## src/rtl/sdram_halfbus_seq.sv

```systemverilog
module sdram_halfbus_seq #(
  parameter int NCH = 4,
  parameter int DW  = 32,
  localparam int CW = (NCH > 1) ? $clog2(NCH) : 1,
  localparam int BW = DW / 8,
  localparam int HW = DW / 2,
  localparam int HB = BW / 2
) (
  input  logic          clk,
  input  logic          rst_n,
  input  logic [NCH-1:0] width_cfg,
  input  logic          big_endian,
  input  logic          req_valid,
  input  logic          req_write,
  input  logic [CW-1:0] req_chan,
  input  logic [BW-1:0] req_be,
  input  logic [DW-1:0] req_wdata,
  output logic          req_ack,
  output logic          rd_valid,
  output logic [DW-1:0] rd_data,
  output logic          bt_valid,
  input  logic          bt_ready,
  output logic          bt_write,
  output logic          bt_last,
  output logic [CW-1:0] bt_chan,
  output logic [DW-1:0] bt_wdata,
  output logic [BW-1:0] bt_mask,
  output logic          bt_drive,
  input  logic [DW-1:0] bt_rdata
);

  typedef enum logic [1:0] {ST_IDLE, ST_B0, ST_B1} st_t;
  st_t st;

  logic [DW-1:0] wdata_q;
  logic [BW-1:0] be_q;
  logic [CW-1:0] chan_q;
  logic          wr_q, wide_q, big_q;
  logic [HW-1:0] first_q;

  wire accept = req_valid && (st == ST_IDLE) && !req_ack;
  wire hs     = bt_valid && bt_ready;
  wire second = (st == ST_B1);
  wire up_sel = big_q ^ second;

  wire [HW-1:0] half_d  = up_sel ? wdata_q[DW-1:HW] : wdata_q[HW-1:0];
  wire [HB-1:0] half_be = up_sel ? be_q[BW-1:HB] : be_q[HB-1:0];

  wire [DW-1:0] merged = wide_q ? bt_rdata :
                         big_q  ? {first_q, bt_rdata[HW-1:0]} : {bt_rdata[HW-1:0], first_q};

  assign bt_valid = (st != ST_IDLE);
  assign bt_write = wr_q;
  assign bt_chan  = chan_q;
  assign bt_last  = wide_q || second;
  assign bt_drive = bt_valid && wr_q;
  assign bt_wdata = wide_q ? wdata_q : {{HW{1'b0}}, half_d};
  assign bt_mask  = wide_q ? ~be_q : {{HB{1'b1}}, ~half_be};

  always_ff @(posedge clk) begin
    if (!rst_n) begin
      st       <= ST_IDLE;
      wdata_q  <= '0;
      be_q     <= '0;
      chan_q   <= '0;
      wr_q     <= 1'b0;
      wide_q   <= 1'b1;
      big_q    <= 1'b0;
      first_q  <= '0;
      req_ack  <= 1'b0;
      rd_valid <= 1'b0;
      rd_data  <= '0;
    end else begin
      req_ack  <= 1'b0;
      rd_valid <= 1'b0;
      case (st)
        ST_IDLE: if (accept) begin
          st      <= ST_B0;
          wdata_q <= req_wdata;
          be_q    <= req_be;
          chan_q  <= req_chan;
          wr_q    <= req_write;
          wide_q  <= !width_cfg[req_chan];
          big_q   <= big_endian;
        end
        ST_B0: if (hs) begin
          if (wide_q) begin
            st       <= ST_IDLE;
            req_ack  <= 1'b1;
            rd_valid <= !wr_q;
            if (!wr_q) rd_data <= merged;
          end else begin
            st      <= ST_B1;
            first_q <= bt_rdata[HW-1:0];
          end
        end
        ST_B1: if (hs) begin
          st       <= ST_IDLE;
          req_ack  <= 1'b1;
          rd_valid <= !wr_q;
          if (!wr_q) rd_data <= merged;
        end
        default: st <= ST_IDLE;
      endcase
    end
  end

  // upper byte masks held high on every half-width beat
  a_r4_upper_mask: assert property (@(posedge clk) disable iff (!rst_n)
    (bt_valid && !bt_last) || (bt_valid && second) |-> bt_mask[BW-1:HB] == {HB{1'b1}});

  // a completed half-width first beat is always followed by a second beat
  a_r2_two_beats: assert property (@(posedge clk) disable iff (!rst_n)
    (hs && !bt_last) |=> (bt_valid && bt_last && !req_ack));

  // beat outputs hold while the external side stalls
  a_r9_hold: assert property (@(posedge clk) disable iff (!rst_n)
    (bt_valid && !bt_ready) |=> (bt_valid && $stable(bt_wdata) && $stable(bt_mask)
                                  && $stable(bt_chan) && $stable(bt_last)));

  // acknowledge is a single pulse following a final-beat handshake
  a_r7_ack_pulse: assert property (@(posedge clk) disable iff (!rst_n)
    req_ack |=> !req_ack);
  a_r7_ack_after_last: assert property (@(posedge clk) disable iff (!rst_n)
    req_ack |-> $past(hs && bt_last));

  // read-valid only together with acknowledge
  a_r6_rdv_with_ack: assert property (@(posedge clk) disable iff (!rst_n)
    rd_valid |-> req_ack);

endmodule

```

## config.mk

```make
export PLATFORM = sky130hd
export DESIGN_NAME = sdram_halfbus_seq
export DESIGN_NICKNAME = d
export VERILOG_FILES = /design/src/rtl/sdram_halfbus_seq.sv
export SDC_FILE = /design/constraint.sdc
export NUM_CORES = 1
export LEC_CHECK = 0
export ABC_AREA = 0
export BUFFER_PORTS_ARGS = -buffer_cell sky130_fd_sc_hd__buf_2
export CORE_ASPECT_RATIO = 0.7
export CORE_MARGIN = 5
export CORE_UTILIZATION = 40
export DETAILED_ROUTE_END_ITERATION = 10
export PLACE_DENSITY = 0.72
export SLEW_MARGIN = 20
export SYNTH_ARGS = -nofsm -noshare
export SYNTH_HDL_FRONTEND = slang
export SYNTH_SLANG_ARGS = --single-unit
```

## constraint.sdc

```tcl
create_clock -name clk -period 6.13 [get_ports clk]
set_input_delay 1.226 -clock clk [delete_from_list [all_inputs] [get_ports clk]]
set_output_delay 1.226 -clock clk [all_outputs]
set_load 0.01 [all_outputs]
```

== After elaboration in Yosys (flattened, before gate mapping) ==
Index checks and enable logic that the tools add are counted.
Widths: inputs -> output; s select.
Storage, ports and cells
  input port bits: 80
  logic and storage cells: 63
  output and inout port bits: 76
  flip-flop bits (word level): 93
Operators by class
  mux-type cells: 26
  bitwise logic cells: 4
  magnitude comparators: 1
  equality and inequality tests: 6
  reductions and logical operators: 15
Operator list (number)
  $mux 32: 7
  $pmux 32 s2: 1
  $mux 16: 1
  $mux 2: 5
  $ne 2x2->1 const B: 4
  $mux 1: 7
  $pmux 2 s3: 1
  $reduce_and 3->1: 2
  $logic_and 1x1->1: 4
  $mux 4: 1
  $not 4->4: 1
  $pmux 1 s2: 2
  $reduce_and 4->1: 1
  $reduce_bool 2->1: 2
  $logic_not 1->1: 3
  $lt 2x3->1 const B: 1
  $bmux 1 s2: 1
  $eq 2x1->1 const B: 1
  $eq 2x2->1 const B: 1
  $logic_not 2->1: 1
  $not 2->2: 1
  $reduce_and 2->1: 1
  $logic_or 1x1->1: 1
  $not 1->1: 1
  $xor 1x1->1: 1

== Logic depth before layout (Yosys ltp) ==
Gate-level depths: netlist of the first run.
  word-level depth: 6
  mapped depth: 8

== Worst setup path after synthesis of the first run ==
OpenSTA, ideal clock, no wires.
  path type: register to output
  from: register st[0]
  to: output port bt_wdata[10]
  cell stages (with the launch flop): 7
  slack: 3.248 ns
  data arrival time: 1.656 ns
  path through: dfxtp_1 inv_1 ha_1 xnor2_1 nor2_2 buf_4 mux2_2
Between the ends
  word-level cells in the longest chain between the ends: 4
Ends and longest elaborated chain
  start: declaration: RTL line 33  | st_t st;
  start signal: assignment: RTL line 62  | st <= ST_IDLE;
  start signal: assignment: RTL line 78  | st <= ST_B0;
  start signal: assignment: RTL line 88  | st <= ST_IDLE;
  $eq 2x2->1: RTL line 43  | wire second = (st == ST_B1);
  $xor 1x1->1: RTL line 44  | wire up_sel = big_q ^ second;
  $mux 16: RTL line 46  | wire [HW-1:0] half_d = up_sel ? wdata_q[DW-1:HW] : wdata_q[HW-1:0];
  $mux 32: RTL line 57  | assign bt_wdata = wide_q ? wdata_q : {{HW{1'b0}}, half_d};
  end: declaration: RTL line 26  | output logic [DW-1:0] bt_wdata,
No other way between the ends.

== Final worst setup path of the first run ==
  from: register big_q
  to: output port bt_wdata[10]
Between the ends
  word-level cells in the longest chain between the ends: 3
Ends and longest elaborated chain
  start: declaration: RTL line 38  | logic wr_q, wide_q, big_q;
  start signal: assignment: RTL line 84  | big_q <= big_endian;
  $xor 1x1->1: RTL line 44
  $mux 16: RTL line 46
  $mux 32: RTL line 57
No other way between the ends.

==> results of run 1 <==
[registers in the layout (all words and copies together) (netlist names)]
name and flops:
first_q 16, rd_data 32, req_ack 1, be_q 4, bt_write 1, wide_q 1, rd_valid 1, bt_chan 2
wdata_q 32, st 2, big_q 1
[placed cells by master (no fill, tap or decap), types with 9 or more instances in the layout]
cell       count
o211a_1       16
mux2i_1       19
a21boi_0      54
nand2_1      149
dfxtp_1       91
nor2_1        17
mux2_2        16
o21ai_0       16
o22ai_1       16
and2_1        17
clkbuf_16      9
buf_2        154
nand3_1       16
a21oi_1       17
[through the flow]
step	worst slack, ns	instances	cell area, um2	hold slack, ns
after floorplan	3.25	520	4320	0.441
after global placement	2.54	769	5130	0.455
after detailed placement	2.52	769	5130	0.461
after CTS	2.13	785	5440	0.470
after global routing	1.98	785	5440	0.484
final	2.12	785	5440	0.466
[report_power, final]
group / switching [uW] / leakage [uW] / internal (uW)
logic: 187 / 0.00159 / 142
registers: 38.4 / 0.000760 / 661
clock network: 221 / 0.000150 / 339
total: 447 / 0.00250 / 1140
[synth_stat cells (2+ instances only)]
cell type / number
nand2_1: 149
dfxtp_1: 93
a21boi_0: 54
clkbuf_1: 28
mux2i_1: 19
nor2_1: 19
a21oi_1: 17
and2_1: 17
mux2_2: 16
nand3_1: 16
o211a_1: 16
o21ai_0: 16
o22ai_1: 16
buf_2: 8
ha_1: 5
inv_1: 4
buf_1: 3
buf_4: 3
a21boi_1: 2
nor2b_1: 2
nor3b_1: 2
or2_2: 2
[final cells by class]
cell class	count	area, um2
fill	1000	4990
multi-input combinational	381	2290
sequential	93	1860
timing repair buffer	159	808
clock buffer	13	260
tap	132	165
clock inverter	3	43.8
inverter	4	15.0
[critical path: cells and delay by family, from the launching register on]
| kind | cells | cell delay (ns) |
|---|---|---|
| DFF | 1 | 0.86 |
| and+or+nand+nor | 1 | 0.82 |
| buffers and inverters | 1 | 0.14 |
| xor gates and xnor gates | 1 | 0.18 |
| muxes | 1 | 0.42 |
[metal layers]
metal	track usage, %	part of all wire, %	up-vias
li1	-	-	2015
met1	22.4	47	1824
met2	28.0	46	109
met3	4.98	6.4	8
met4	5.01	1.0	0
met5	0	0	-
[logic make-up (layout without fill, tap and decap cells)]
kind of cell	Yosys count	after routing	share of synthesized area, %
and+or+nand+nor	215	215	21.1
muxes	36	36	9.09
adders and majority gates	5	5	1.45
buffers and inverters	46	179	4.49
DFF	93	93	43.1
AOI/OAI and AO/OA	124	124	20.6
xor gates and xnor gates	1	1	0.203
[path summary, 6_finish.rpt]
kind                  endpoint  slack, ns  cells after the start
setup / recovery  bt_wdata[10]       2.12                      4
hold / removal      wdata_q[1]       0.47                      2
setup reg to reg   rd_data[29]       2.99                      6
hold reg to reg     wdata_q[1]       0.47                      2
==> results.ini, run 1 <==
[status]
outcome = complete, no violations

[route]
wirelength_um = 11700
ant_nets = 0
drt_iter0_markers = 240
avgViaCountPerCell = 5.04
drc_errors = 0
wire_per_inst_um = 14.9
firstDrtPassIters = 4
dr_total_vias = 3956

[synthesis]
synth_top_cell_by_area = dfxtp_1
synthCells = 520
netlist_area_um2 = 4320
yosys-top-cells-area = dfxtp_1, nand2_1, a21boi_0, mux2i_1, mux2_2
synth_cell_types = 35
synth_edf_count = 0
ys.warnings.count = 0
synth-seq-area-share_pct = 43.1
synthArstFlopShare_pct = 0
syn_area_per_cell_um2 = 8.31
synthFlopType = dfxtp_1
synth-seq-cells = 93
yosysTopAreaCellShare_pct = 43.1
syn_nets = 605

[clocking]
htreeDepth = 3
post_cts_resized = 0
cts_setup_buffers = 0
postCtsHoldBufs = 0
clk_pin_slew_worst_paths_ns = 0.06
cts_buffers = 9
tritoncts = done
insertion_delay_ns = 0.33
clk_path_buf_depth = 2
cts_sinks = 93
root_buffer = clkbuf_16

[critical_path]
cp-startpoint = big_q
worstReg2RegStart = wide_q
critPathMaxStageDelay_ns = 0.86
cp-end-kind = output port
cp.required_ns = 4.90
slowest_stage = dfxtp_2
cp.arrival_ns = 2.78
worstPathMaxFanout = 35
cp_cell_sequence = xnor2_1, nor2_2, mux2_2, buf_2
path_class = flop to output port
critPathLaunchType = flop

[floorplanning]
core-area_um2 = 10400
die_h_um = 97.0
num_rows = 31
dieArea_um2 = 13000
start_util_pct = 41.4
fp.dieW_um = 134
ios = 156

[global_route]
grt_usage_pct = 17.3
grt_pass1_vias = 3894
grt_pass1_wl_um = 18900
grt_overflow = 0
antenna_found_initial = 0
grt_max_degree = 73

[sta]
slew_headroom_pct = 30.2
period_needed_ns = 4.01
period_share_pct = 65.4
report.final.slew_viol_count = 0
tightestPinTransition_ns = 1.05
setup_tns_ns = 0
worst_clock_skew_ns = 0.00841
hold_viol = 0
setup_viol = 0
fmax_mhz = 249
rsz0062_at_grt = false

[placed_design]
port_buffers = 155
dp_hpwl_um = 8180
finalWeightedCongestion = 0.789

[power]
powerDensity_nw_per_um2 = 292
peakVddDrop_uv = 210
leakagePower_uw = 0.00250
fin_total_pwr_uw = 1590

[finish]
antenna_cells = 0
fin_nets = 733
syn2layout_area_growth_pct = 25.9
fin_util_pct = 52.2
drive_above_1_share_pct = 30.8

[run]
cap_viol_max_count = 0

[hold_path]
min-delay-start = wdata_q[1]
min_path_type = flop to flop

No activity file was read; power rests on OpenSTA's default activity.
==> run 2: changes to the inputs <==
--- a/config.mk
+++ b/config.mk
@@ -5,13 +5,13 @@
 export SDC_FILE = /design/constraint.sdc
 export NUM_CORES = 1
 export LEC_CHECK = 0
-export ABC_AREA = 0
+export ABC_AREA = 1
 export BUFFER_PORTS_ARGS = -buffer_cell sky130_fd_sc_hd__buf_2
 export CORE_ASPECT_RATIO = 0.7
 export CORE_MARGIN = 5
 export CORE_UTILIZATION = 40
 export DETAILED_ROUTE_END_ITERATION = 10
-export PLACE_DENSITY = 0.72
+export PLACE_DENSITY = 0.71
 export SLEW_MARGIN = 20
 export SYNTH_ARGS = -nofsm -noshare
 export SYNTH_HDL_FRONTEND = slang
==> constraint.sdc (replaced) <==
create_clock -name clk -period 3.78 [get_ports clk]
set_input_delay 0.756 -clock clk [delete_from_list [all_inputs] [get_ports clk]]
set_output_delay 0.756 -clock clk [all_outputs]
set_load 0.01 [all_outputs]
==> run 2 against run 1 <==
  * Non-clock buffer count rose by 3
  * Critical endpoint is now bt_wdata[0]
  * Via count rose by 16%
  * Critical path depth rose by 3
==> results.ini, run 2 <==
[status]
outcome = complete, no violations  ; unchanged

[sta]
fmax_mhz = 355
rsz0062_at_grt = false  ; unchanged
period_share_pct = 74.4
worst_clock_skew_ns = 0.00689  ; was 0.00841 ns
tightestPinTransition_ns = 0.932  ; was 1.05 ns
period_needed_ns = 2.81
hold_viol = 0  ; unchanged
setup_viol = 0  ; unchanged
slew_headroom_pct = 37.7  ; was 30.2%
setup_ws_ns = 0.967  ; was 2.12 ns
setup_tns_ns = 0  ; unchanged
report.final.slew_viol_count = 0  ; unchanged

[synthesis]
synth-seq-cells = 93  ; unchanged
synthMuxAreaShare_pct = 0  ; was 9.09%
yosys.area_share.xor_xnor_pct = 0  ; was 0.203%
synth_top_cell_by_area = dfxtp_1  ; unchanged
synthTopCellsByCount = nand2_1, nor2_1, o21ai_0, inv_1, dfxtp_1  ; was nand2_1, dfxtp_1, a21boi_0, clkbuf_1
synthAdderAreaFrac_pct = 1.37  ; was 1.45%
netlist_area_um2 = 4580  ; was 4320 um2
ys.warnings.count = 0  ; unchanged
synthSimpleGateAreaFrac_pct = 27.9  ; was 21.1%
synth_edf_count = 0  ; unchanged
syn_area_per_cell_um2 = 6.37  ; was 8.31 um2
yosysTopAreaCellShare_pct = 40.6  ; was 43.1%
synthFlopType = dfxtp_1  ; unchanged
synth_top_family_by_area = simple AND/OR/NAND/NOR gates  ; unchanged
syn_nets = 804  ; was 605
synthArstFlopShare_pct = 0  ; unchanged
synth-seq-area-share_pct = 40.6  ; was 43.1%
synth_cell_types = 22  ; was 35
synthCells = 719  ; was 520
synth_compound_area_share_pct = 16.9  ; was 20.6%
yosysMostFrequentCell = nand2_1  ; unchanged
yosys-top-cells-area = dfxtp_1, nand2_1, o21ai_0, nor2_1, inv_1  ; was dfxtp_1, nand2_1, a21boi_0, mux2i_1, mux2_2

[placed_design]
postPlaceCellArea_um2 = 5360  ; was 5130 um2
finalWeightedCongestion = 0.817  ; was 0.789
dp_hpwl_um = 9110  ; was 8180 um
port_buffers = 155  ; unchanged
place_ws_ns = 1.23  ; was 2.52 ns

[route]
ant_nets = 0  ; unchanged
firstDrtPassIters = 5  ; was 4
wire_per_inst_um = 12.7  ; was 14.9 um
avgViaCountPerCell = 4.57  ; was 5.04
drt_iter0_markers = 344  ; was 240
drc_errors = 0  ; unchanged
wirelength_um = 12800  ; was 11700 um
dr_total_vias = 4581  ; was 3956

[floorplanning]
core-area_um2 = 11100  ; was 10400 um2
num_rows = 32  ; was 31
fp.dieW_um = 138  ; was 134 um
dieArea_um2 = 13700  ; was 13000 um2
die_h_um = 99.5  ; was 97.0 um
start_util_pct = 41.3  ; was 41.4%
ios = 156  ; unchanged

[power]
power.switching_uw = 1760  ; was 447 uW
powerDensity_nw_per_um2 = 746  ; was 292 nW/um2
p_comb_share_pct = 44.8  ; was 20.7%
clkPwrFrac_pct = 21.4  ; was 35.3%
seq_power_share_pct = 33.8  ; was 44.0%
swShare_pct = 41.7  ; was 28.2%
leakagePower_uw = 0.00299  ; was 0.00250 uW
p_int_uw = 2460  ; was 1140 uW
peakVddDrop_uv = 394  ; was 210 uV

[global_route]
antenna_found_initial = 0  ; unchanged
busiest_layer = met1  ; was met2
met3_usage_pct = 3.64  ; was 4.98%
grt_pass1_wl_um = 20600  ; was 18900 um
grt_pass1_vias = 4083  ; was 3894
grt_usage_pct = 18.7  ; was 17.3%
grt_overflow = 0  ; unchanged
grt.met1_usage_pct = 30.3  ; was 22.4%
grt_max_degree = 59  ; was 73
globalRouteMet2Util_pct = 25.1  ; was 28.0%

[clocking]
cts_sinks = 93  ; unchanged
postCtsHoldBufs = 0  ; unchanged
post_cts_resized = 0  ; unchanged
clk_pin_slew_worst_paths_ns = 0.06  ; about the same
cts_buffers = 9  ; unchanged
htreeDepth = 3  ; unchanged
clk_path_buf_depth = 2  ; unchanged
insertion_delay_ns = 0.34  ; was 0.33 ns
cts_setup_buffers = 0  ; unchanged
tritoncts = done  ; unchanged
root_buffer = clkbuf_16  ; unchanged

[finish]
fin_util_pct = 51.1  ; was 52.2%
fillerInstances = 1180  ; was 1000
layout_commonest_cell = nand2_1  ; was buf_2
drive_above_1_share_pct = 21.9  ; was 30.8%
fin_nets = 930  ; was 733
finalInstanceArea_um2 = 5660  ; was 5440 um2
largestRegisters = rd_data (32), wdata_q (32), first_q (16)  ; unchanged
syn2layout_area_growth_pct = 23.6  ; was 25.9%
mostFrequentLayoutCells = nand2_1, buf_2, nor2_1  ; was buf_2, nand2_1, dfxtp_1
antenna_cells = 0  ; unchanged

[critical_path]
critPathLaunchType = flop  ; unchanged
path_class = flop to output port  ; unchanged
reg2reg_depth = 8  ; was 6
cp-end-kind = output port  ; unchanged
worstPathMaxFanout = 36  ; was 35
cp.required_ns = 3.02  ; was 4.90 ns
cp-startpoint = st[0]  ; was big_q
rrSetupSlack_ns = 1.22  ; was 2.99 ns
worstReg2RegStart = st[0]  ; was wide_q
crit_path_end = bt_wdata[0]  ; was bt_wdata[10]
r2r-end = rd_data[3]  ; was rd_data[29]
cp.arrival_ns = 2.06  ; was 2.78 ns

[hold_path]
min_path_type = flop to flop  ; unchanged
min-delay-start = be_q[0]  ; was wdata_q[1]

[run]
cap_viol_max_count = 0  ; unchanged

run 2: cell count changes in the layout (fill, tap and decap cells not counted), sizes merged, moves of 19 or more:
cell / change
inv: +94
o21ai: +95
mux2i: -19
nor2: +110
nand2: +24
a21oi: +24
a21boi: -56
run 2: cell type report:
type	count	area [um2]	share of cell area, %
multi-input combinational	482	2110	37.3
sequential	93	1860	32.9
clock inverter	5	58.8	1.04
tap	153	191	3.38
inverter	97	364	6.43
timing repair buffer	162	828	14.6
clock buffer	11	243	4.29
run 2: cell families after synthesis:
group	after synthesis
compound gates	153
fa+ha+maj	5
buf+inv	144
flops	93
simple gates	324
run 2: per-stage QoR:
stage               hold WS [ns]  total power, uW  cells
floorplan                  0.430             2790    719
global placement           0.443             3320    987
detailed placement         0.448             3340    987
CTS                        0.459             4260   1003
global route               0.475             4610   1003
finish                     0.455             4220   1003
run 2: per-layer routing:
layer / wire (um) / up-vias / part of all wire (%)
li1: - / 2456 / -
met1: 6810 / 1983 / 53
met2: 5050 / 140 / 40
met3: 865 / 2 / 6.8
met4: 46 / 0 / 0.36
met5: 0 / - / 0
run 2: worst min path at each step:
stage / end / cells after the start
2_1_floorplan: be_q[0] / 2
3_3_place_gp: be_q[0] / 2
3_5_place_dp: be_q[1] / 2
4_1_cts: be_q[1] / 2
5_1_grt: be_q[1] / 2
6_report: be_q[0] / 2
run 2: power by group through the flow:
stage	registers (uW)	logic (uW)	clock network, uW
after floorplan	1500	1290	0
after CTS	1430	1910	931
after global placement	1440	1880	0
after detailed placement	1450	1890	0
after global routing	1470	2170	970
final	1430	1890	905
run 2: worst max-delay path, stage by stage, from the launching register on:
cell     delay [ns]
dfxtp_1        0.38
inv_1          0.10
ha_1           0.26
nor2_2         0.18
o22ai_2        0.10
buf_4          0.26
o21ai_0        0.26
buf_2          0.18
